<file path="src/rtl/seq_pkg.sv">
package seq_pkg;

  typedef enum logic [1:0] {S_IDLE, S_MAIN, S_REVIEW, S_DONE} seq_state_e;

  localparam logic [2:0] ST_PLAIN    = 3'd1;
  localparam logic [2:0] ST_FEEDBACK = 3'd2;
  localparam logic [2:0] ST_MASTERY  = 3'd3;
  localparam logic [2:0] ST_REVIEW   = 3'd4;
  localparam logic [2:0] ST_FLEXI    = 3'd5;

  function automatic logic strat_known(input logic [2:0] s);
    return (s >= ST_PLAIN) && (s <= ST_FLEXI);
  endfunction

endpackage

</file>
<file path="src/rtl/seq_tally.sv">
module seq_tally #(
  parameter int N_MAX = 64,
  parameter int IW    = 7
) (
  input  logic             clk,
  input  logic             rst_n,
  input  logic             clear,
  input  logic             first_try,
  input  logic             hit,
  input  logic             fix_done,
  input  logic [IW-1:0]    item,
  output logic [IW-1:0]    score,
  output logic [N_MAX-1:0] missed,
  output logic [IW-1:0]    first_pend,
  output logic [IW-1:0]    next_pend
);

  logic [IW-1:0]    score_q;
  logic [N_MAX-1:0] missed_q, pend_q, cur_bit;

  function automatic logic [IW-1:0] lowest_item(input logic [N_MAX-1:0] m);
    logic [IW-1:0] r;
    r = '0;
    for (int i = N_MAX - 1; i >= 0; i--)
      if (m[i]) r = IW'(i + 1);
    return r;
  endfunction

  assign cur_bit    = (item == '0) ? '0 : (N_MAX'(1) << (item - 1'b1));
  assign first_pend = lowest_item(pend_q);
  assign next_pend  = lowest_item(pend_q & ~cur_bit);

  always_ff @(posedge clk or negedge rst_n) begin
    if (!rst_n) begin
      score_q  <= '0;
      missed_q <= '0;
      pend_q   <= '0;
    end else if (clear) begin
      score_q  <= '0;
      missed_q <= '0;
      pend_q   <= '0;
    end else begin
      if (first_try && hit) score_q <= score_q + 1'b1;
      if (first_try && !hit) begin
        missed_q <= missed_q | cur_bit;
        pend_q   <= pend_q | cur_bit;
      end else if (fix_done) begin
        pend_q <= pend_q & ~cur_bit;
      end
    end
  end

  assign score  = score_q;
  assign missed = missed_q;

  assert_score_step_R10: assert property (@(posedge clk) disable iff (!rst_n)
    !clear |=> (score == $past(score)) || (score == $past(score) + 1'b1));
  assert_missed_grow_R10: assert property (@(posedge clk) disable iff (!rst_n)
    !clear |=> (missed & $past(missed)) == $past(missed));

endmodule

</file>
<file path="src/rtl/seq_flexi.sv">
module seq_flexi #(
  parameter int IW = 7
) (
  input  logic          clk,
  input  logic          rst_n,
  input  logic          load,
  input  logic [IW-1:0] mid,
  input  logic          step,
  input  logic          hit,
  output logic [IW-1:0] up_item,
  output logic [IW-1:0] dn_item
);

  logic [IW-1:0] lo_q, hi_q;

  always_ff @(posedge clk or negedge rst_n) begin
    if (!rst_n) begin
      lo_q <= '0;
      hi_q <= '0;
    end else if (load) begin
      lo_q <= mid;
      hi_q <= mid;
    end else if (step) begin
      if (hit) hi_q <= hi_q + 1'b1;
      else     lo_q <= lo_q - 1'b1;
    end
  end

  assign up_item = hi_q + 1'b1;
  assign dn_item = lo_q - 1'b1;

  assert_flexi_span_R8: assert property (@(posedge clk) disable iff (!rst_n)
    step && !load |=> (hi_q - lo_q) == ($past(hi_q) - $past(lo_q) + 1'b1));

endmodule

</file>
<file path="src/rtl/item_sequencer.sv">
module item_sequencer import seq_pkg::*; #(
  parameter int  MAX_ITEMS = 64,
  localparam int IW        = $clog2(MAX_ITEMS + 1)
) (
  input  logic                 clk,
  input  logic                 rst_n,
  input  logic                 start,
  input  logic [IW-1:0]        test_len,
  input  logic [2:0]           strategy,
  input  logic [2:0]           key_ans,
  input  logic                 resp_valid,
  input  logic [2:0]           resp_choice,
  output logic [IW-1:0]        item_idx,
  output logic                 fb_valid,
  output logic                 fb_correct,
  output logic                 done,
  output logic                 cfg_err,
  output logic [IW-1:0]        score,
  output logic [MAX_ITEMS-1:0] missed
);

  seq_state_e    state_q;
  logic [IW-1:0] len_q, item_q;
  logic [2:0]    strat_q;
  logic          tried_q, cfg_err_q, fbv_q, fbc_q;

  function automatic logic [IW-1:0] middle_item(input logic [IW-1:0] n);
    logic [IW:0] w;
    w = {1'b0, n} + 1'b1;
    return w[IW:1];
  endfunction

  function automatic logic cfg_ok(input logic [2:0] s, input logic [IW-1:0] n);
    return strat_known(s) && (n != '0) && (n <= IW'(MAX_ITEMS));
  endfunction

  // named internal events
  logic asking, accept, hit, first_try, fix_done, at_last, flexi_step, launch;
  logic [IW-1:0] first_pend, next_pend, up_item, dn_item;

  assign asking     = (state_q == S_MAIN) || (state_q == S_REVIEW);
  assign accept     = resp_valid && asking && !start;
  assign hit        = accept && (resp_choice == key_ans);
  assign first_try  = accept && (state_q == S_MAIN) && !tried_q;
  assign fix_done   = hit && (state_q == S_REVIEW);
  assign at_last    = (item_q == len_q);
  assign flexi_step = accept && (strat_q == ST_FLEXI);
  assign launch     = start && cfg_ok(strategy, test_len);

  seq_tally #(.N_MAX(MAX_ITEMS), .IW(IW)) i_tally (
    .clk(clk), .rst_n(rst_n), .clear(start), .first_try(first_try), .hit(hit),
    .fix_done(fix_done), .item(item_q), .score(score), .missed(missed),
    .first_pend(first_pend), .next_pend(next_pend)
  );

  seq_flexi #(.IW(IW)) i_flexi (
    .clk(clk), .rst_n(rst_n), .load(launch), .mid(middle_item(test_len)),
    .step(flexi_step), .hit(hit), .up_item(up_item), .dn_item(dn_item)
  );

  always_ff @(posedge clk or negedge rst_n) begin
    if (!rst_n) begin
      state_q   <= S_IDLE;
      len_q     <= '0;
      item_q    <= '0;
      strat_q   <= ST_PLAIN;
      tried_q   <= 1'b0;
      cfg_err_q <= 1'b0;
      fbv_q     <= 1'b0;
      fbc_q     <= 1'b0;
    end else begin
      fbv_q <= accept && (strat_q != ST_PLAIN);
      fbc_q <= hit;
      if (start) begin
        tried_q <= 1'b0;
        if (launch) begin
          cfg_err_q <= 1'b0;
          len_q     <= test_len;
          strat_q   <= strategy;
          state_q   <= S_MAIN;
          item_q    <= (strategy == ST_FLEXI) ? middle_item(test_len) : IW'(1);
        end else begin
          cfg_err_q <= 1'b1;
          state_q   <= S_IDLE;
          item_q    <= '0;
        end
      end else if (accept) begin
        if (state_q == S_REVIEW) begin
          if (hit) begin
            if (next_pend != '0) item_q <= next_pend;
            else                 state_q <= S_DONE;
          end
        end else begin
          case (strat_q)
            ST_FLEXI: begin
              if (item_q == IW'(1) || at_last) state_q <= S_DONE;
              else item_q <= hit ? up_item : dn_item;
            end
            ST_MASTERY, ST_REVIEW: begin
              if (!hit) begin
                tried_q <= 1'b1;
              end else begin
                tried_q <= 1'b0;
                if (!at_last) begin
                  item_q <= item_q + 1'b1;
                end else if (strat_q == ST_REVIEW && first_pend != '0) begin
                  state_q <= S_REVIEW;
                  item_q  <= first_pend;
                end else begin
                  state_q <= S_DONE;
                end
              end
            end
            default: begin
              if (at_last) state_q <= S_DONE;
              else         item_q  <= item_q + 1'b1;
            end
          endcase
        end
      end
    end
  end

  assign item_idx   = item_q;
  assign fb_valid   = fbv_q;
  assign fb_correct = fbc_q;
  assign done       = (state_q == S_DONE);
  assign cfg_err    = cfg_err_q;

  assert_cfg_reject_R2: assert property (@(posedge clk) disable iff (!rst_n)
    start && !cfg_ok(strategy, test_len) |=> cfg_err && !done && item_idx == '0);
  assert_item_range_R8: assert property (@(posedge clk) disable iff (!rst_n)
    asking |-> (item_idx >= IW'(1)) && (item_idx <= len_q));
  assert_done_hold_R11: assert property (@(posedge clk) disable iff (!rst_n)
    done && !start |=> done && $stable(score) && $stable(missed));
  assert_plain_quiet_R3: assert property (@(posedge clk) disable iff (!rst_n)
    fb_valid |-> strat_q != ST_PLAIN);
  assert_review_mode_R6: assert property (@(posedge clk) disable iff (!rst_n)
    state_q == S_REVIEW |-> strat_q == ST_REVIEW);

endmodule

</file>
<file path="config.mk">
export PLATFORM = sky130hd
export DESIGN_NAME = item_sequencer
export DESIGN_NICKNAME = d
export VERILOG_FILES = /design/src/rtl/seq_pkg.sv /design/src/rtl/seq_tally.sv /design/src/rtl/seq_flexi.sv /design/src/rtl/item_sequencer.sv
export SDC_FILE = /design/constraint.sdc
export NUM_CORES = 1
export LEC_CHECK = 0
export ABC_AREA = 1
export BUFFER_PORTS_ARGS = -buffer_cell sky130_fd_sc_hd__buf_2
export CAP_MARGIN = 20
export CORE_AREA = 2 2 146 148
export CTS_CLUSTER_SIZE = 12
export DETAILED_ROUTE_END_ITERATION = 16
export DIE_AREA = 0 0 148 150
export PLACE_DENSITY = 0.81
export SYNTH_ARGS = -nofsm -noshare
export SYNTH_HDL_FRONTEND = slang
export SYNTH_HIERARCHICAL = 1
export SYNTH_SLANG_ARGS = --single-unit
export TNS_END_PERCENT = 10
</file>
<file path="constraint.sdc">
create_clock -name clk -period 8.2 [get_ports clk]
set_input_delay 1.64 -clock clk [delete_from_list [all_inputs] [get_ports clk]]
set_output_delay 1.64 -clock clk [all_outputs]
set_load 0.1 [all_outputs]
</file>
# Word-level counts from Yosys, hierarchy flattened
# Index checks and enable logic that the tools add are counted.
# totals
output_inout_bits	82
ramBits	0
latch_bits	0
mem_bits_ro	0
inputBits	20
register_bits	172
n_memories	0
# op_classes
order_cmp	3
addsub	6
shift	1
multipliers	0
n_div	0
bitwise	4
n_reduce_logical	39
mux	174
eq_ne	22
# op_table
op	n
$mux W7	149
$mux W64	6
$or A64 B64 Y64	2
$and A64 B64 Y64	1
$not A64 Y64	1
$shl A1 B7 Y64 const A	1
$add A7 B1 Y7 const B	3
$reduce_bool A7 Y1	3
$mux W2	9
$logic_and A1 B1 Y1	15
$pmux W7 S2	1
$reduce_and A7 Y1	2
$sub A7 B1 Y7 const B	2
$reduce_bool A2 Y1	6
$eq A3 B3 Y1 const B	3
$ne A3 B3 Y1 const B	3
$add A7 B1 Y8 const B	1
$mux W1	8
$ne A4 B4 Y1 const B	2
$eq A7 B1 Y1 const B	1
$eq A7 B7 Y1	1
$le A7 B7 Y1 const B	1
$logic_not A7 Y1	1
$reduce_and A2 Y1	3
20 further kinds	24

# Depth between registers and ports, before layout
# logic_depth
ltp_word	75
ltp_mapped	79
ltp_nobuf	77

# Cells and area by module
# The synthesis kept the hierarchy.
# modules_own_cells
module	seq_area_each_um2	area_per_inst_um2	cells_each	n_inst
seq_tally	3378.2	8116.5	1203	1
item_sequencer	576.8	2285.9	390	1
seq_flexi	350.3	924.6	124	1

# Worst setup path before layout
# OpenSTA, ideal clock, no wires.
# synth_timing
path_kind	register to register
startpoint	register item_q[3], in the netlist item_idx[3]
endpoint	register item_q[1], in the netlist item_idx[1]
stages_incl_launch_ff	76
arrival_time_ns	5.365
path_slack_ns	2.714
required_ns	8.079
path_cell_list	dfrtp_1 buf_6 inv_2 nor2_1 nand3_1 nor2_2 nand2_1 nand2_2 nand2_1 nand2_1 nand2_1 nand2_1 nand2_1 nand2_1 nand2_1 nand2_1 nand2_1 nand2_1 [40 not listed] nand2_1 nand2_1 nand2_1 nand2_1 nand2_1 nand2_1 nand2_1 nand2_1 nand2_1 nor2_1 nand2_1 nor3_2 nor2_4 nand3_2 buf_2 nand2_1 inv_2 a21oi_2
# synth_via
word_cells_on_any_way	87
classes_between	1 x add/sub; 6 x eq/ne; 1 x shift; 73 x mux; 2 x bitwise; 4 x reduce/logical
# synth_lines
item	line	text
start: declaration	item_sequencer.sv:23	logic [IW-1:0] len_q, item_q;
start signal: assignment	item_sequencer.sv:81	item_q <= (strategy == ST_FLEXI) ? middle_item(test_len) : IW'(1);
start signal: assignment	item_sequencer.sv:90	if (next_pend != '0) item_q <= next_pend;
start signal: assignment	item_sequencer.sv:97	else item_q <= hit ? up_item : dn_item;
$sub A7 B1 Y7	seq_tally.sv:29	assign cur_bit = (item == '0) ? '0 : (N_MAX'(1) << (item - 1'b1));
$shl A1 B7 Y64	seq_tally.sv:29	
$mux W64 *	seq_tally.sv:29	
$not A64 Y64 *	seq_tally.sv:31	assign next_pend = lowest_item(pend_q & ~cur_bit);
$and A64 B64 Y64 *	seq_tally.sv:31	
$mux W7 (62 in series)	seq_tally.sv:25	if (m[i]) r = IW'(i + 1);
$mux W7 *	seq_tally.sv:25	
net next_pend[0]	item_sequencer.sv:39	logic [IW-1:0] first_pend, next_pend, up_item, dn_item;
$reduce_bool A7 Y1 *	item_sequencer.sv:90	
$ne A3 B2 Y1 (no source line) *	n/a	
$reduce_and A7 Y1 (no source line) *	n/a	
# The timed path passes the listed nets; every way through them passes the cells marked *. The select of a mux whose other input is x is not followed.
# A chain may end at the register's enable or synchronous reset.

# Worst setup path in the final report
# layout_timing
startpoint	register item_q[4], in the netlist item_idx[4]
endpoint	register item_q[4], in the netlist item_idx[4]
# The elaborated chain is that of the path after synthesis.

==> results.sh <==
export IMPL_rsz0062_at_grt="false"
export IMPL_critical_path_arrival_ns=6.06
export IMPL_final_util=0.6054
export IMPL_p_sw_frac=0.4427
export IMPL_pin_count=102
export IMPL_critPathKind="reg -> reg"
export IMPL_dp_slack_ns=2.585
export IMPL_synthTopCellsByArea="dfrtp_1 38%, nand2_1 14%, inv_1 11%"
export IMPL_setup_slack_ns=2.452
export IMPL_final_cell_count_no_fill=2083
export IMPL_setup_violations=0
export IMPL_timing_final_crit_share=0.7009
export IMPL_synth_top_flop_cell="dfrtp_1"
export IMPL_period_minus_slack_ns=5.748
export IMPL_pwr_share_clk=0.275
export IMPL_wl_mm=31.75
export IMPL_synth_top_area_frac=0.3778
export IMPL_cts_max_path_buffers=2
export IMPL_start_util=0.5475
export IMPL_grt_max_degree=80
export IMPL_grt_pass1_vias=10385
export IMPL_drc=0
export IMPL_yosysWarnings=6
export IMPL_routedWlPerCell_um=15.24
export IMPL_power_density_nw_per_um2=221.7
export IMPL_final_hold_viol_count=0
export IMPL_numCtsBuffers=17
export IMPL_ys_ff_latch=172
export IMPL_grt_ovfl_total=0
export IMPL_grtUsageTotal=0.2904
export IMPL_crit_slowest_cell="dfrtp_1"
export IMPL_synth_edff_count=0
export IMPL_hold_class="reg -> reg"
export IMPL_syn_nets=1747
export IMPL_gp_congestion=0.9515
export IMPL_post_cts_resized=0
export IMPL_crit_family="simple AND/OR/NAND/NOR gates"
export IMPL_clock_latency_ns=0.44
export IMPL_leakagePower_nw=6.530
export IMPL_p_comb_frac=0.366
export IMPL_dp_hpwl_mm=23.99
export IMPL_design_area_um2=12530
export IMPL_ant_nets=0
export IMPL_dieArea_um2=22200
export IMPL_die_x_um=148
export IMPL_fin_tns_setup_ns=0
export IMPL_drive_above_1_share=0.1195
export IMPL_dp_cells=2051
export IMPL_place_area_um2=11980
export IMPL_ctsHoldBuffers=0
export IMPL_clock_sinks=172
export IMPL_syn_mean_instance_area_um2=6.597
export IMPL_final_max_slew_violation_count=0
export IMPL_drtPass1Iterations=5
export IMPL_num_rows=53
export IMPL_critPathMaxStageDelay_ns=0.66
export IMPL_core_area_um2=20690
export IMPL_crit_path_frequent_cell="nand2_1"
export IMPL_via_count=11216
export IMPL_fmax_mhz=174.0
export IMPL_seq_area_frac_synth=0.3801
export IMPL_antenna_found_initial=0
export IMPL_p_int_mw=1.548
export IMPL_antenna_cells=0
export IMPL_nets=1825
export IMPL_clk_pin_slew_ns=0.07
export IMPL_cts_root_buf="clkbuf_16"
export IMPL_endpoint_kind="register"
export IMPL_yosysTopAreaCell="dfrtp_1"
export IMPL_worst_pin_slew_ns=0.8693
export IMPL_detail_route_vias_per_cell=5.385
export IMPL_status="complete, no violations"
export IMPL_synthArstFlopShare=1.000
export IMPL_pwr_share_seq=0.360
export IMPL_area_growth_pct=10.58
export IMPL_start_kind="register"
export IMPL_drt_iter0_markers=1046
export IMPL_p_switching_mw=1.230
export IMPL_synthCells=1717
export IMPL_post_cts_setup_buffers=0
export IMPL_cts_htree_levels=4
export IMPL_clock_skew_ns=0.009114
export IMPL_die_y_um=150
export IMPL_grt_first_pass_wirelength_mm=51.63
export IMPL_syn_area_um2=11330
export IMPL_cp_max_fo=22
export IMPL_cap_viol_max_count=0
export IMPL_portBuffers=101
export IMPL_cp_required_ns=8.52
export IMPL_peakVddDrop_uv=171.3
export IMPL_tritoncts="yes"
export IMPL_synth_cell_types=45
export IMPL_cp_num_buf_inv=4
export IMPL_slew_headroom=0.4151
sequential cells by signal (all words and copies together) (netlist names):
| register | cells |
|---|---|
| i_tally/missed | 64 |
| i_tally/pend_q | 64 |
| i_flexi/hi_q | 7 |
| i_flexi/lo_q | 7 |
| i_tally/score | 7 |
| item_idx | 7 |
| len_q | 7 |
| strat_q | 3 |
| state_q | 2 |
| cfg_err | 1 |
| fb_correct | 1 |
| fb_valid | 1 |
| tried_q | 1 |
routing by layer:
metal	vias to the layer above	share of wire	routed length (µm)	GRT usage
met5	-	0	0	0
met4	0	0.046	1454	0.1476
met3	93	0.072	2272	0.04878
met2	485	0.47	14850	0.4771
met1	5102	0.42	13180	0.3709
li1	5536	-	-	-
through the flow:
stage,hold WS [ns],total power [mW]
6_report,0.4865,2.777
5_1_grt,0.5089,2.933
4_1_cts,0.4898,2.776
3_5_place_dp,0.4806,2.015
3_3_place_gp,0.4734,2.001
2_1_floorplan,0.4805,1.814
final timing paths:
| kind | from | slack [ns] | to | cells past startpoint |
|---|---|---|---|---|
| worst max-delay path | item_idx[4]$_DFFE_PN0P_ | 2.45 | item_idx[4]$_DFFE_PN0P_ | 73 |
| worst min-delay path | i_tally/score[5]$_DFFE_PN0P_ | 0.49 | i_tally/score[5]$_DFFE_PN0P_ | 1 |
| worst max register to register | item_idx[4]$_DFFE_PN0P_ | 2.45 | item_idx[4]$_DFFE_PN0P_ | 73 |
| worst min register to register | i_tally/score[5]$_DFFE_PN0P_ | 0.49 | i_tally/score[5]$_DFFE_PN0P_ | 1 |
| max in group asynchronous | rst_n | 5.19 | strat_q[2]$_DFFE_PN0P_ | 3 |
| min in group asynchronous | rst_n | 1.23 | i_tally/missed[48]$_DFFE_PN0P_ | 1 |
Yosys cell counts, types with 16 or more instances:
cell / count
nor3_1: 17
o22ai_1: 62
nand4_1: 20
inv_2: 25
o21ai_1: 16
clkbuf_1: 33
nand2_1: 426
inv_1: 323
nand3_1: 63
dfrtp_1: 171
a21oi_1: 146
nor2_1: 232
o21ai_0: 41
cell usage in the layout, fill, tap and decap left out, types with 3 or more instances in the layout:
master and count:
a31oi_1 10, clkinvlp_4 5, ha_1 10, clkbuf_16 17, a21oi_2 4, o211ai_1 4, inv_2 25, nand3_2 8
clkbuf_1 3, nand2_1 425, a21oi_1 146, inv_1 323, o21ai_1 16, nor3_1 17, buf_2 100, nor4_1 5
nand2_2 10, nand3_1 63, nor2_2 12, a21boi_0 4, buf_4 7, dfrtp_1 171, and2_1 7, nand3b_1 8
o22ai_1 62, o21ai_0 41, xor2_1 9, nand4_1 20, o21bai_1 8, o31ai_1 3, nor2_1 231, nor2_4 10
a211oi_1 3
cell type report:
cell class	instances	area, µm²
Timing Repair Buffer	108	564.3
Multi-Input combinational cell	1147	5451
Inverter	349	1313
Clock buffer	22	464.2
Clock inverter	10	83.83
Sequential cell	172	4305
Fill cell	1970	8164
Tap cell	275	344.1
kinds of logic (layout without fill, tap and decap cells):
family,Yosys count,in the layout,synth area share
AND/OR/NAND/NOR,823,823,0.3101
XOR/XNOR,12,12,0.01127
buffers and inverters,398,489,0.1396
flip-flops,172,172,0.3801
AO/OA/AOI/OAI,302,302,0.1479
adder cells (fa/ha/maj),10,10,0.01105
worst register-to-register path, delay by kind of cell, from the launching register on:
family          cells  cell delay (ns)
compound gates      1             0.03
buf+inv             4             0.50
flops               1             0.66
simple gates       68             4.45
power by group through the flow:
stage / registers [mW] / clock network (mW) / logic, mW
6_report: 0.999 / 0.763 / 1.02
5_1_grt: 1.01 / 0.810 / 1.11
2_1_floorplan: 1.13 / 0 / 0.687
3_5_place_dp: 1.01 / 0 / 1.00
4_1_cts: 0.996 / 0.772 / 1.01
3_3_place_gp: 1.01 / 0 / 0.993
(Power assumes the default switching activity.)
